===== config.mk =====
export PLATFORM = sky130hd
export DESIGN_NAME = cmdbus_bridge
export DESIGN_NICKNAME = d
export VERILOG_FILES = /design/src/rtl/cmdbus_pkg.sv /design/src/rtl/cmdbus_parser.sv /design/src/rtl/cmdbus_reply.sv /design/src/rtl/cmdbus_bridge.sv
export SDC_FILE = /design/constraint.sdc
export NUM_CORES = 1
export LEC_CHECK = 0
export ABC_AREA = 1
export CELL_PAD_IN_SITES_DETAIL_PLACEMENT = 1
export CELL_PAD_IN_SITES_GLOBAL_PLACEMENT = 2
export CORE_AREA = 2 2 152 154
export CTS_BUF_LIST = sky130_fd_sc_hd__clkbuf_8 sky130_fd_sc_hd__clkbuf_16
export DETAILED_ROUTE_END_ITERATION = 12
export DIE_AREA = 0 0 154 156
export PLACE_DENSITY = 0.78
export SYNTH_ARGS = -nofsm -noshare
export SYNTH_HDL_FRONTEND = slang
export SYNTH_HIERARCHICAL = 1
export SYNTH_SLANG_ARGS = --single-unit

===== constraint.sdc =====
create_clock -name clk -period 3.78 [get_ports clk]
set_clock_uncertainty 0.05 [all_clocks]
set_input_delay 0.567 -clock clk [delete_from_list [all_inputs] [get_ports clk]]
set_output_delay 0.567 -clock clk [all_outputs]
set_load 0.01 [all_outputs]

===== src/rtl/cmdbus_pkg.sv =====
// Shared constants and types for the byte-command bridge.
// Assumes byte-wide framing; all codes are 8 bits.
package cmdbus_pkg;

    localparam logic [7:0] CMD_SOF    = 8'h55;
    localparam logic [7:0] CMD_EOF    = 8'hAA;
    localparam logic [7:0] RSP_SOF    = 8'hAA;
    localparam logic [7:0] RSP_EOF    = 8'h55;
    localparam logic [7:0] OP_READ    = 8'h10;
    localparam logic [7:0] OP_WRITE   = 8'h11;
    localparam logic [7:0] OP_RESET   = 8'h01;
    localparam logic [7:0] ST_RD_OK   = 8'h7F;
    localparam logic [7:0] ST_WR_OK   = 8'h7E;
    localparam logic [7:0] ST_RST_OK  = 8'h7D;
    localparam logic [7:0] ST_UNKNOWN = 8'hFE;
    localparam logic [7:0] ST_ERROR   = 8'hFD;

    typedef enum logic [3:0] {
        PS_IDLE, PS_OPCODE, PS_ADDR, PS_DATA, PS_END, PS_SKIP,
        PS_ACCESS, PS_SAMPLE, PS_REPLY, PS_WAIT
    } parse_state_t;

    typedef enum logic [1:0] {
        RK_READ, RK_WRITE, RK_RESET, RK_CODE
    } reply_kind_t;

endpackage


===== src/rtl/cmdbus_parser.sv =====
// Frame parser and bus sequencer.
// Consumes one byte per strobe, checks the frame layout, performs one bus
// cycle or reset pulse, then hands a reply request to the serializer and
// waits for it to finish. Assumes bus read data is valid one cycle after
// chip-select.
module cmdbus_parser
    import cmdbus_pkg::*;
#(
    parameter int BYTE_W = 8,
    parameter int ADDR_W = 16,
    parameter int DATA_W = 32
) (
    input  logic              clk,
    input  logic              rst_n,
    input  logic [BYTE_W-1:0] rx_byte,
    input  logic              rx_strobe,
    output logic              bus_cs,
    output logic              bus_we,
    output logic [ADDR_W-1:0] bus_addr,
    output logic [DATA_W-1:0] bus_wdata,
    input  logic [DATA_W-1:0] bus_rdata,
    output logic              core_rst,
    output logic              reply_load,
    output reply_kind_t       reply_kind,
    output logic [BYTE_W-1:0] reply_code,
    output logic [BYTE_W-1:0] reply_cmd,
    output logic [ADDR_W-1:0] reply_addr,
    output logic [DATA_W-1:0] reply_data,
    input  logic              reply_done
);

    localparam int ADDR_BYTES = ADDR_W / BYTE_W;
    localparam int DATA_BYTES = DATA_W / BYTE_W;
    localparam int CNT_W      = $clog2(ADDR_BYTES + DATA_BYTES + 1);

    parse_state_t      state_q;
    logic [BYTE_W-1:0] cmd_q;
    logic [ADDR_W-1:0] addr_q;
    logic [DATA_W-1:0] data_q;
    logic [CNT_W-1:0]  cnt_q;
    reply_kind_t       kind_q;
    logic [BYTE_W-1:0] code_q;

    // Frame walk, bus sequencing and reply hand-off.
    always_ff @(posedge clk) begin
        if (!rst_n) begin
            state_q <= PS_IDLE;
            cmd_q   <= '0;
            addr_q  <= '0;
            data_q  <= '0;
            cnt_q   <= '0;
            kind_q  <= RK_CODE;
            code_q  <= '0;
        end else begin
            case (state_q)
                PS_IDLE: if (rx_strobe && rx_byte == CMD_SOF) state_q <= PS_OPCODE;
                PS_OPCODE: if (rx_strobe) begin
                    cmd_q <= rx_byte;
                    cnt_q <= '0;
                    if (rx_byte == OP_READ || rx_byte == OP_WRITE) state_q <= PS_ADDR;
                    else if (rx_byte == OP_RESET)                   state_q <= PS_END;
                    else                                            state_q <= PS_SKIP;
                end
                PS_ADDR: if (rx_strobe) begin
                    addr_q <= {addr_q[ADDR_W-BYTE_W-1:0], rx_byte};
                    cnt_q  <= cnt_q + 1'b1;
                    if (cnt_q == CNT_W'(ADDR_BYTES - 1)) begin
                        cnt_q   <= '0;
                        state_q <= (cmd_q == OP_WRITE) ? PS_DATA : PS_END;
                    end
                end
                PS_DATA: if (rx_strobe) begin
                    data_q <= {data_q[DATA_W-BYTE_W-1:0], rx_byte};
                    cnt_q  <= cnt_q + 1'b1;
                    if (cnt_q == CNT_W'(DATA_BYTES - 1)) state_q <= PS_END;
                end
                PS_END: if (rx_strobe) begin
                    if (rx_byte == CMD_EOF) begin
                        state_q <= PS_ACCESS;
                    end else begin
                        kind_q  <= RK_CODE;
                        code_q  <= ST_ERROR;
                        state_q <= PS_REPLY;
                    end
                end
                PS_SKIP: if (rx_strobe && rx_byte == CMD_EOF) begin
                    kind_q  <= RK_CODE;
                    code_q  <= ST_UNKNOWN;
                    state_q <= PS_REPLY;
                end
                PS_ACCESS: begin
                    if (cmd_q == OP_READ) begin
                        state_q <= PS_SAMPLE;
                    end else if (cmd_q == OP_WRITE) begin
                        kind_q  <= RK_WRITE;
                        code_q  <= ST_WR_OK;
                        state_q <= PS_REPLY;
                    end else begin
                        kind_q  <= RK_RESET;
                        code_q  <= ST_RST_OK;
                        state_q <= PS_REPLY;
                    end
                end
                PS_SAMPLE: begin
                    data_q  <= bus_rdata;
                    kind_q  <= RK_READ;
                    code_q  <= ST_RD_OK;
                    state_q <= PS_REPLY;
                end
                PS_REPLY: state_q <= PS_WAIT;
                PS_WAIT:  if (reply_done) state_q <= PS_IDLE;
                default:  state_q <= PS_IDLE;
            endcase
        end
    end

    // Bus strobes and reply request derived from the current step.
    always_comb begin
        bus_cs     = (state_q == PS_ACCESS) && (cmd_q != OP_RESET);
        bus_we     = bus_cs && (cmd_q == OP_WRITE);
        core_rst   = (state_q == PS_ACCESS) && (cmd_q == OP_RESET);
        bus_addr   = addr_q;
        bus_wdata  = data_q;
        reply_load = (state_q == PS_REPLY);
        reply_kind = kind_q;
        reply_code = code_q;
        reply_cmd  = cmd_q;
        reply_addr = addr_q;
        reply_data = data_q;
    end

    // a bus cycle lasts one clock.
    p_cs_single_r11: assert property (@(posedge clk) disable iff (!rst_n)
        bus_cs |=> !bus_cs);

    // the core reset pulse lasts one clock and never overlaps a bus cycle.
    p_rst_single_r6: assert property (@(posedge clk) disable iff (!rst_n)
        core_rst |=> !core_rst && !bus_cs);

    // read data is taken in the cycle after the read strobe.
    p_read_then_reply_r3: assert property (@(posedge clk) disable iff (!rst_n)
        (bus_cs && !bus_we) |=> !reply_load ##1 reply_load);

endmodule


===== src/rtl/cmdbus_reply.sv =====
// Reply serializer.
// Loads a reply request in one cycle, lays it out as a framed byte list and
// offers it one byte at a time on a valid/ready output. Assumes a new request
// is only loaded while idle.
module cmdbus_reply
    import cmdbus_pkg::*;
#(
    parameter int BYTE_W = 8,
    parameter int ADDR_W = 16,
    parameter int DATA_W = 32
) (
    input  logic              clk,
    input  logic              rst_n,
    input  logic              load,
    input  reply_kind_t       kind,
    input  logic [BYTE_W-1:0] code,
    input  logic [BYTE_W-1:0] cmd,
    input  logic [ADDR_W-1:0] addr,
    input  logic [DATA_W-1:0] data,
    output logic [BYTE_W-1:0] tx_byte,
    output logic              tx_valid,
    input  logic              tx_ready,
    output logic              done
);

    localparam int ADDR_BYTES = ADDR_W / BYTE_W;
    localparam int DATA_BYTES = DATA_W / BYTE_W;
    localparam int MAX_LEN    = 3 + ADDR_BYTES + DATA_BYTES;
    localparam int LEN_W      = $clog2(MAX_LEN + 1);

    logic [BYTE_W-1:0] frame_q [MAX_LEN];
    logic [BYTE_W-1:0] frame_d [MAX_LEN];
    logic [LEN_W-1:0]  len_q, len_d, idx_q;
    logic              busy_q;

    // Lay out the reply bytes for the requested kind.
    always_comb begin
        for (int i = 0; i < MAX_LEN; i++) frame_d[i] = '0;
        frame_d[0] = RSP_SOF;
        frame_d[1] = code;
        len_d      = LEN_W'(4);
        case (kind)
            RK_READ: begin
                for (int a = 0; a < ADDR_BYTES; a++)
                    frame_d[2 + a] = addr[ADDR_W - 1 - BYTE_W * a -: BYTE_W];
                for (int d = 0; d < DATA_BYTES; d++)
                    frame_d[2 + ADDR_BYTES + d] = data[DATA_W - 1 - BYTE_W * d -: BYTE_W];
                frame_d[MAX_LEN - 1] = RSP_EOF;
                len_d = LEN_W'(MAX_LEN);
            end
            RK_WRITE: begin
                for (int a = 0; a < ADDR_BYTES; a++)
                    frame_d[2 + a] = addr[ADDR_W - 1 - BYTE_W * a -: BYTE_W];
                frame_d[2 + ADDR_BYTES] = RSP_EOF;
                len_d = LEN_W'(3 + ADDR_BYTES);
            end
            RK_RESET: begin
                frame_d[2] = RSP_EOF;
                len_d = LEN_W'(3);
            end
            default: begin
                frame_d[2] = cmd;
                frame_d[3] = RSP_EOF;
            end
        endcase
    end

    // Hold the laid-out frame and step through it on each accepted byte.
    always_ff @(posedge clk) begin
        if (!rst_n) begin
            busy_q <= 1'b0;
            idx_q  <= '0;
            len_q  <= '0;
            for (int i = 0; i < MAX_LEN; i++) frame_q[i] <= '0;
        end else if (!busy_q) begin
            if (load) begin
                busy_q <= 1'b1;
                idx_q  <= '0;
                len_q  <= len_d;
                for (int i = 0; i < MAX_LEN; i++) frame_q[i] <= frame_d[i];
            end
        end else if (tx_ready) begin
            if (idx_q == len_q - 1'b1) busy_q <= 1'b0;
            idx_q <= idx_q + 1'b1;
        end
    end

    // Present the current byte and flag the final handshake.
    always_comb begin
        tx_valid = busy_q;
        tx_byte  = frame_q[idx_q];
        done     = busy_q && tx_ready && (idx_q == len_q - 1'b1);
    end

    // an offered byte stays put until it is taken.
    p_tx_hold_r10: assert property (@(posedge clk) disable iff (!rst_n)
        (tx_valid && !tx_ready) |=> tx_valid && $stable(tx_byte));

    // every reply opens with the reply start marker.
    p_reply_sof_r3: assert property (@(posedge clk) disable iff (!rst_n)
        $rose(tx_valid) |-> tx_byte == RSP_SOF);

endmodule


===== src/rtl/cmdbus_bridge.sv =====
// Top of the byte-command to register-bus bridge.
// Connects the frame parser to the reply serializer. Assumes the byte
// source gives at most one byte per cycle and drops nothing on its side.
module cmdbus_bridge
    import cmdbus_pkg::*;
#(
    parameter int BYTE_W = 8,
    parameter int ADDR_W = 16,
    parameter int DATA_W = 32
) (
    input  logic              clk,
    input  logic              rst_n,
    input  logic [BYTE_W-1:0] rx_byte,
    input  logic              rx_strobe,
    output logic [BYTE_W-1:0] tx_byte,
    output logic              tx_valid,
    input  logic              tx_ready,
    output logic              core_rst,
    output logic              bus_cs,
    output logic              bus_we,
    output logic [ADDR_W-1:0] bus_addr,
    output logic [DATA_W-1:0] bus_wdata,
    input  logic [DATA_W-1:0] bus_rdata
);

    logic              reply_load;
    logic              reply_done;
    reply_kind_t       reply_kind;
    logic [BYTE_W-1:0] reply_code;
    logic [BYTE_W-1:0] reply_cmd;
    logic [ADDR_W-1:0] reply_addr;
    logic [DATA_W-1:0] reply_data;

    cmdbus_parser #(.BYTE_W(BYTE_W), .ADDR_W(ADDR_W), .DATA_W(DATA_W)) parser_i (
        .clk        (clk),
        .rst_n      (rst_n),
        .rx_byte    (rx_byte),
        .rx_strobe  (rx_strobe),
        .bus_cs     (bus_cs),
        .bus_we     (bus_we),
        .bus_addr   (bus_addr),
        .bus_wdata  (bus_wdata),
        .bus_rdata  (bus_rdata),
        .core_rst   (core_rst),
        .reply_load (reply_load),
        .reply_kind (reply_kind),
        .reply_code (reply_code),
        .reply_cmd  (reply_cmd),
        .reply_addr (reply_addr),
        .reply_data (reply_data),
        .reply_done (reply_done)
    );

    cmdbus_reply #(.BYTE_W(BYTE_W), .ADDR_W(ADDR_W), .DATA_W(DATA_W)) reply_i (
        .clk      (clk),
        .rst_n    (rst_n),
        .load     (reply_load),
        .kind     (reply_kind),
        .code     (reply_code),
        .cmd      (reply_cmd),
        .addr     (reply_addr),
        .data     (reply_data),
        .tx_byte  (tx_byte),
        .tx_valid (tx_valid),
        .tx_ready (tx_ready),
        .done     (reply_done)
    );

    // no bus cycle while a reply is going out.
    p_no_cs_during_tx_r11: assert property (@(posedge clk) disable iff (!rst_n)
        tx_valid |-> !bus_cs && !core_rst);

    // a reply is never reloaded while one is still in flight.
    p_no_reload_r9: assert property (@(posedge clk) disable iff (!rst_n)
        tx_valid |-> !reply_load);

endmodule


---- Yosys cells after proc, flatten, opt, wreduce, memory -nomap -nowiden ----
Memory sizes are Yosys's and may differ from the RTL's. A register that Yosys moved wholly into a read port is not among the register bits.
Index checks and enable logic that the tools add are counted.
word-level totals
  register bits ........................... 82
  latch bits .............................. 0
  bits in writable memories ............... 72
  bits in read-only memories .............. 0
  input bits .............................. 44
  output and inout port bits .............. 60
  word-level logic and storage cells ...... 143
  memories kept ........................... 1
memory list
  memory           words  width  rd ports  clocked after memory_dff  wr ports  line                source
  reply_i.frame_q  9      8      1         1                         9         cmdbus_reply.sv:31  logic [BYTE_W-1:0] frame_q [MAX_LEN];
operators by class
  add/sub/neg operators ................... 3
  multipliers ............................. 0
  div/mod/pow operators ................... 0
  magnitude comparators ................... 0
  equality and inequality tests ........... 35
  shifts and indexed selects .............. 0
  mux-type cells .......................... 61
  bitwise operators ....................... 10
  reduce and logical (&&, ||, !) cells .... 23
operators with widths
  kind                                                                   number
  8-bit two-way mux                                                      13
  4-bit two-way mux                                                      17
  32-bit two-way mux                                                     2
  32-bit one-hot mux with 2 select lines                                 1
  8-bit one-hot mux with 2 select lines                                  3
  4-bit one-hot mux with 10 select lines                                 1
  8-bit by 5-bit equality test with 1-bit output, second input constant  4
  8-bit one-hot mux with 4 select lines                                  1
  4-bit by 3-bit equality test with 1-bit output, second input constant  4
  8-bit by 1-bit equality test with 1-bit output, second input constant  2
  3-bit two-way mux                                                      5
  2-bit != test, second input constant                                   7
  2-bit two-way mux                                                      6
  4-bit one-hot mux with 3 select lines                                  1
  2-bit by 1-bit != test with 1-bit output, second input constant        5
  2-bit AND reduction                                                    5
  1-bit two-way mux                                                      9
  1-bit bitwise OR                                                       9
  3-bit one-hot mux with 3 select lines                                  1
  9-bit AND reduction                                                    1
  4-bit by 2-bit equality test with 1-bit output, second input constant  2
  4-bit equality test, second input constant                             2
  8-bit by 7-bit equality test with 1-bit output, second input constant  1
  8-bit equality test, second input constant                             1
  22 further kinds                                                       29

---- Depth between registers and ports, before layout ----
Gate-level depths: netlist (run 1).
  depth in word-level cells ............... 6
  mapped depth ............................ 17
  depth with buffers taken out ............ 17

---- Modules after synthesis ----
Netlist (run 1), hierarchy kept.
by module, submodules not included
  module         times used  cells an instance  area each (µm²)  sequential area each (µm²)
  cmdbus_parser  1           500                3,594.7          1,381.3
  cmdbus_reply   1           397                3,450.8          2,001.9

---- Worst setup path after synthesis (run 1) ----
No wires, ideal clock.
  path type ............................... register to register
  start point ............................. register parser_i.state_q[0]
  end point ............................... memory reply_i.frame_q[0][5], enable pin
  setup time .............................. 0.420 ns
  arrival ................................. 2.281 ns
  required time ........................... 3.310 ns
  path slack .............................. 1.029 ns
  cell stages (with the launch flop) ...... 6
  buffers on the path ..................... 0
  clock period less this slack ............ 2.751 ns
  path through ............................ dfxtp_1 inv_2 nand2_2 nor3_1 nand2_2 nand2_1
RTL lines
  element                 line                 source
  from (decl)             cmdbus_parser.sv:36  parse_state_t state_q;
  from (signal assigned)  cmdbus_parser.sv:69  state_q <= (cmd_q == OP_WRITE) ? PS_DATA : PS_END;
  to (decl)               cmdbus_reply.sv:31

==> results.py, run 1 <==
metrics = {
    "detailed_routing": {
        "route.antenna.remaining_nets": 0,
        "drt_wl_total_um": 21410,
        "first_iter_violations": 353,
        "num_vias": 5820,
        "wl_per_cell_um": 17.19,
        "viasPerCell": 4.675,
        "dr.pass1.iters": 4,
        "drc": 0,
    },
    "clock_network": {
        "postCtsSetupBuffers": 0,
        "numCtsBuffers": 17,
        "cts_buffer_depth": 2,
        "cts_sinks": 140,
        "cts_tree": "done",
        "clock_latency_ps": 420,
        "cts_root_buf": "clkbuf_16",
        "cts.repair.resized": 0,
        "cts_hold_buf": 0,
        "clk_pin_slew_worst_paths_ps": 60,
        "cts_max_level": 4,
    },
    "synth": {
        "yosys_warnings": 6,
        "synth_seq_cells": 140,
        "syn_area_mm2": 0.007046,
        "syn-instance-count": 897,
        "synth_edf_count": 58,
        "synthFlopType": "dfxtp_1",
        "syn_nets": 946,
        "synth_async_sr_flop_share_pct": 0,
        "avgSynthCellArea_um2": 7.855,
        "synthDistinctLibCells": 39,
        "synth_seq_area_share_pct": 48.02,
    },
    "worst_setup_path": {
        "crit_cells": 7,
        "critPathBufInv": 2,
        "crit_type": "flop to output pin",
        "required_ps": 3160,
        "critPathMostFrequentCell": "nor2_1",
        "cp_slowest_cell": "dfxtp_1",
        "endpoint_kind": "output pin",
        "critPathLaunchType": "flop",
        "max_stage_delay_ps": 640,
        "crit_family": "buffers and inverters",
        "cp.arrival_ps": 2340,
        "crit_chain": "inv_1 > nor2_1 > o21ai_0 > nand3_1 > nand2_1 > nor2_1 > clkdlybuf4s50_1",
        "critPathMaxFanout": 15,
        "reg2reg_depth": 6,
    },
    "floorplan": {
        "fp-row-count": 55,
        "num_io_pins": 104,
        "die_h_um": 156,
        "die_w_um": 154,
        "dieArea_mm2": 0.02402,
        "core_area_mm2": 0.02237,
        "initial_core_util_pct": 31.50,
    },
    "placement": {
        "dp_hpwl_um": 16250,
        "postPlaceCellArea_mm2": 0.007919,
        "post-place-ws_ps": 1238,
        "io_buffers": 103,
        "gp_congestion": 0.8183,
    },
    "timing": {
        "hold_viol_final": 0,
        "period_minus_slack_ps": 2961,
        "maxSlewHeadroom_pct": 30.23,
        "worst_slew_pin_slew_ps": 1045,
        "rsz0062_at_grt": "no",
        "max_freq_mhz": 337.7,
        "fin_ws_ps": 818.5,
        "fin_setup_tns_ps": 0,
        "finalMaxSlewViolations": 0,
        "setup_violations": 0,
        "min_period_over_period_pct": 78.35,
    },
    "finish": {
        "fillers": 2682,
        "multiInputGateArea_mm2": 0.002651,
        "drive_gt1_share_pct": 9.167,
        "syn_to_final_growth_pct": 20.60,
        "stdcell_area_mm2": 0.008497,
        "insertedDiodeCount": 0,
        "seq_area_mm2": 0.003383,
        "nNetsFinal": 996,
    },
    "global_route": {
        "antenna_found_initial": 0,
        "grt_pass1_vias": 5847,
        "grt_usage_pct": 18.36,
        "grt_max_degree": 63,
        "grt_first_pass_wirelength_um": 33870,
        "grt_remaining_overflow": 0,
    },
    "pwr": {
        "power_density_mw_per_mm2": 405.0,
        "sequentialPowerShare_pct": 47.1,
        "pwr-share-comb_pct": 4.9,
        "clockPowerShare_pct": 48.0,
        "switchingPower_mw": 0.8359,
        "internal-power_mw": 2.605,
        "leakagePower_nw": 3.199,
        "p_sw_share_pct": 24.29,
        "peakVddDrop_mv": 0.3566,
    },
    "hold_path": {
        "holdCritPathClass": "flop to flop",
        "hold_depth": 2,
    },
    "flow_run": {
        "drv_cap": 0,
    },
    "outcome": {
        "status": "finished, final reports clean",
    },
}
-- power by group through the flow --
stage	Clock, mW	Combinational (mW)	Sequential [mW]
2_1_floorplan	0	0.0853	1.65
3_3_place_gp	0	0.168	1.65
3_5_place_dp	0	0.171	1.65
4_1_cts	1.69	0.171	1.62
5_1_grt	1.76	0.188	1.62
6_report	1.65	0.169	1.62
-- worst register-to-register path, stage by stage, from the launching register on --
cell and delay, ps:
dfxtp_1 360, inv_2 130, nand2_2 120, nor3_1 420, nand2_2 250, nand2_2 100, buf_4 600
-- layout by cell type, fill, tap and decap left out, types with 2 or more instances in the layout --
| cell | n |
|---|---|
| inv_1 | 100 |
| edfxtp_1 | 58 |
| o21a_1 | 3 |
| inv_2 | 14 |
| nand4_1 | 4 |
| nor2_1 | 167 |
| or2_2 | 2 |
| nand2_4 | 3 |
| o21ai_0 | 47 |
| a31oi_1 | 12 |
| nor2_4 | 7 |
| inv_8 | 2 |
| nand3_1 | 45 |
| a21oi_1 | 47 |
| nand2_1 | 171 |
| ha_1 | 5 |
| o21ai_1 | 5 |
| buf_4 | 6 |
| inv_6 | 7 |
| clkinv_1 | 3 |
| o221a_2 | 4 |
| nor2_2 | 4 |
| nand2_2 | 9 |
| o22ai_1 | 2 |
| a211oi_1 | 2 |
| o221ai_1 | 11 |
| clkinv_4 | 3 |
| clkbuf_16 | 17 |
| clkdlybuf4s50_1 | 103 |
| dfxtp_1 | 82 |
| inv_4 | 2 |
-- stage by stage --
step | utilization, % | instances | power, mW | hold slack [ps]
2_1_floorplan | - | 897 | 1.731 | 403.3
3_5_place_dp | 35.41 | 1213 | 1.825 | 436.5
6_report | 37.99 | 1245 | 3.441 | 450.2
4_1_cts | 37.99 | 1245 | 3.483 | 448.2
3_3_place_gp | 35.41 | 1213 | 1.822 | 442.9
5_1_grt | 37.99 | 1245 | 3.569 | 481.0
-- logic make-up after synthesis --
group | Yosys count | synth area share (%)
fa+ha+maj | 5 | 0.8879
compound gates | 137 | 11.33
flops | 140 | 48.02
simple gates | 418 | 25.38
buf+inv | 197 | 14.38
-- routing by layer --
layer	global-route usage [%]	share of wire, %	vias up
li1	-	-	2935
met1	26.49	51	2767
met2	28.38	45	103
met3	3.333	3.4	15
met4	4.628	1.0	0
met5	0	0	-
-- cell type report --
| cell class | instances | area share [%] |
|---|---|---|
| Tap cell | 285 | 4.197 |
| Timing Repair Buffer | 109 | 12.66 |
| Clock buffer | 17 | 5.007 |
| Clock inverter | 15 | 1.796 |
| Inverter | 119 | 5.316 |
| Sequential cell | 140 | 39.82 |
| Multi-Input combinational cell | 560 | 31.20 |
-- cell usage after synthesis, drive strengths merged (7+ instances only) --
cell      n  area share, %
dfxtp    82             23
nand2   183             10
a21oi    48            3.5
o21ai    52            3.7
nand3    47            3.6
inv     116            6.3
a31oi    12            1.1
o221ai   11            1.4
clkbuf    7           0.37
edfxtp   58             25
nor2    179             11
buf      71            7.6
-- final timing paths --
path,from,slack [ps],end
min reg2reg,parser_i/reply_cmd[6]$_SDFFE_PN0P_,450,parser_i/reply_cmd[6]$_SDFFE_PN0P_
max,flop,820,tx_byte[1]
max reg2reg,parser_i/state_q[0]$_SDFFE_PN0P_,1320,reply_i/frame_q[6][0]$_SDFFCE_PN0P_
min,parser_i/reply_cmd[6]$_SDFFE_PN0P_,450,parser_i/reply_cmd[6]$_SDFFE_PN0P_
-- sequential cells by signal (all words and copies together), names as in the netlist, named ones only --
signal / count
reply_i/frame_q: 58
parser_i/bus_wdata: 32
parser_i/bus_addr: 16
parser_i/reply_cmd: 8
parser_i/reply_code: 4
parser_i/state_q: 4
reply_i/idx_q: 4
reply_i/len_q: 4
parser_i/cnt_q: 3
parser_i/reply_kind: 2
reply_i/tx_valid: 1
Note: power is estimated with default switching activity, not from simulation.
==> run 2: changes to the inputs <==
==> constraint.sdc (replaced) <==
create_clock -name clk -period 2.8 [get_ports clk]
set_clock_uncertainty 0.05 [all_clocks]
set_input_delay 0.42 -clock clk [delete_from_list [all_inputs] [get_ports clk]]
set_output_delay 0.42 -clock clk [all_outputs]
set_load 0.01 [all_outputs]
==> results.py, run 2 (synthesized netlist as in run 1, its figures left out) <==
metrics = {
    "clock_network": {
        "cts_buffer_depth": 2,
        "cts_sinks": 140,
        "clk_pin_slew_worst_paths_ps": 60,
        "cts_max_level": 4,
        "cts_root_buf": "clkbuf_16",
        "cts_tree": "done",
        "numCtsBuffers": 17,
        "clock_latency_ps": 420,
    },
    "detailed_routing": {
        "viasPerCell": 4.731,
        "route.antenna.remaining_nets": 0,
        "dr.pass1.iters": 4,
        "first_iter_violations": 307,
        "drt_wl_total_um": 22210,
        "drc": 0,
        "num_vias": 5942,
        "wl_per_cell_um": 17.68,
    },
    "timing": {
        "rsz0062_at_grt": "no",
        "fin_ws_ps": 181.4,
        "period_minus_slack_ps": 2619,
        "hold_viol_final": 0,
        "finalMaxSlewViolations": 0,
        "max_freq_mhz": 381.9,
        "setup_violations": 0,
        "maxSlewHeadroom_pct": 70.67,
        "fin_setup_tns_ps": 0,
        "min_period_over_period_pct": 93.52,
        "worst_slew_pin_slew_ps": 438.9,
    },
    "hold_path": {
        "holdCritPathClass": "flop to flop",
    },
    "worst_setup_path": {
        "critPathMaxFanout": 4,
        "endpoint_kind": "output pin",
        "required_ps": 2330,
        "critPathLaunchType": "flop",
        "crit_type": "flop to output pin",
        "cp.arrival_ps": 2150,
    },
    "outcome": {
        "status": "finished, final reports clean",
    },
    "floorplan": {
        "initial_core_util_pct": 31.50,
        "dieArea_mm2": 0.02402,
        "die_h_um": 156,
        "die_w_um": 154,
        "core_area_mm2": 0.02237,
        "fp-row-count": 55,
        "num_io_pins": 104,
    },
    "placement": {
        "gp_congestion": 0.8480,
        "io_buffers": 103,
        "postPlaceCellArea_mm2": 0.008006,
        "post-place-ws_ps": 381.4,
        "dp_hpwl_um": 16900,
    },
    "global_route": {
        "grt_pass1_vias": 6190,
        "antenna_found_initial": 0,
        "grt_max_degree": 44,
        "grt_remaining_overflow": 0,
        "gr-usage-met2_pct": 31.20,
        "grt_usage_pct": 19.03,
        "grt_first_pass_wirelength_um": 35020,
        "use_met1_pct": 26.37,
        "top_usage_layer": "met2",
        "met3_usage_pct": 2.667,
    },
    "pwr": {
        "leakagePower_nw": 3.245,
        "peakVddDrop_mv": 0.4370,
        "total_power_mw": 4.536,
        "power_density_mw_per_mm2": 527.7,
    },
    "finish": {
        "largest_reg_flops": 58,
        "nNetsFinal": 1007,
        "final_cell_mix": "nand2_1, nor2_1, clkdlybuf4s50_1",
        "syn_to_final_growth_pct": 22.00,
        "insertedDiodeCount": 0,
        "stdcell_area_mm2": 0.008596,
        "mostFrequentLayoutCell": "nand2_1",
        "top_register": "reply_i/frame_q",
        "drive_gt1_share_pct": 10.61,
    },
    "flow_run": {
        "drv_cap": 0,
    },
}
run 2: power breakdown:
group / internal (mW) / total (mW) / leakage [nW] / switching, mW
sequential: 2.16 / 2.19 / 1.24 / 0.0283
clock: 1.22 / 2.11 / 0.264 / 0.891
combinational: 0.104 / 0.238 / 1.74 / 0.134
total: 3.48 / 4.54 / 3.24 / 1.05
run 2: metal layers:
| layer | vias up | share of wire [%] |
|---|---|---|
| li1 | 2960 | - |
| met1 | 2859 | 49 |
| met2 | 105 | 47 |
| met3 | 18 | 3.4 |
| met4 | 0 | 1.1 |
| met5 | - | 0 |
run 2: cell type report:
class | instances | area [µm²]
fillers | 2686 | 13770
flip-flops and latches | 140 | 3390
multi-input cells | 560 | 2661
clock inverters | 15 | 122.6
repair buffers | 120 | 1187
clock buffers | 17 | 425.4
well taps | 285 | 356.6
inverters | 119 | 452.9
run 2: final timing paths:
check / from / to / slack, ps / cells past startpoint
min: reply_i/len_q[3]$_SDFFE_PN0P_ / reply_i/len_q[3]$_SDFFE_PN0P_ / 450 / 2
max reg2reg: reply_i/len_q[0]$_SDFFE_PN0P_ / parser_i/state_q[1]$_SDFFE_PN0P_ / 590 / 16
min reg2reg: reply_i/len_q[3]$_SDFFE_PN0P_ / reply_i/len_q[3]$_SDFFE_PN0P_ / 450 / 2
max: parser_i/reply_cmd[0]$_SDFFE_PN0P_ / bus_we / 180 / 5
run 2: through the flow:
stage / instances / util [%] / hold WS [ps]
6_report: 1256 / 38.43 / 450.4
5_1_grt: 1256 / 38.43 / 489.6
2_1_floorplan: 897 / - / 403.3
3_5_place_dp: 1223 / 35.80 / 425.7
3_3_place_gp: 1223 / 35.80 / 418.8
4_1_cts: 1256 / 38.36 / 454.4
run 2: worst max-delay path, stage by stage (launching register included):
cell and delay [ps]:
dfxtp_1 460, nand2_1 100, nor2_2 240, nand3_1 200, inv_1 160, clkdlybuf4s50_1 560
run 2: repair_timing:
action,CTS,global route
buffers inserted,1,0
hold buffers,0,0
setup endpoints to repair,4,6
pin swaps,1,0
resized for setup,3,6
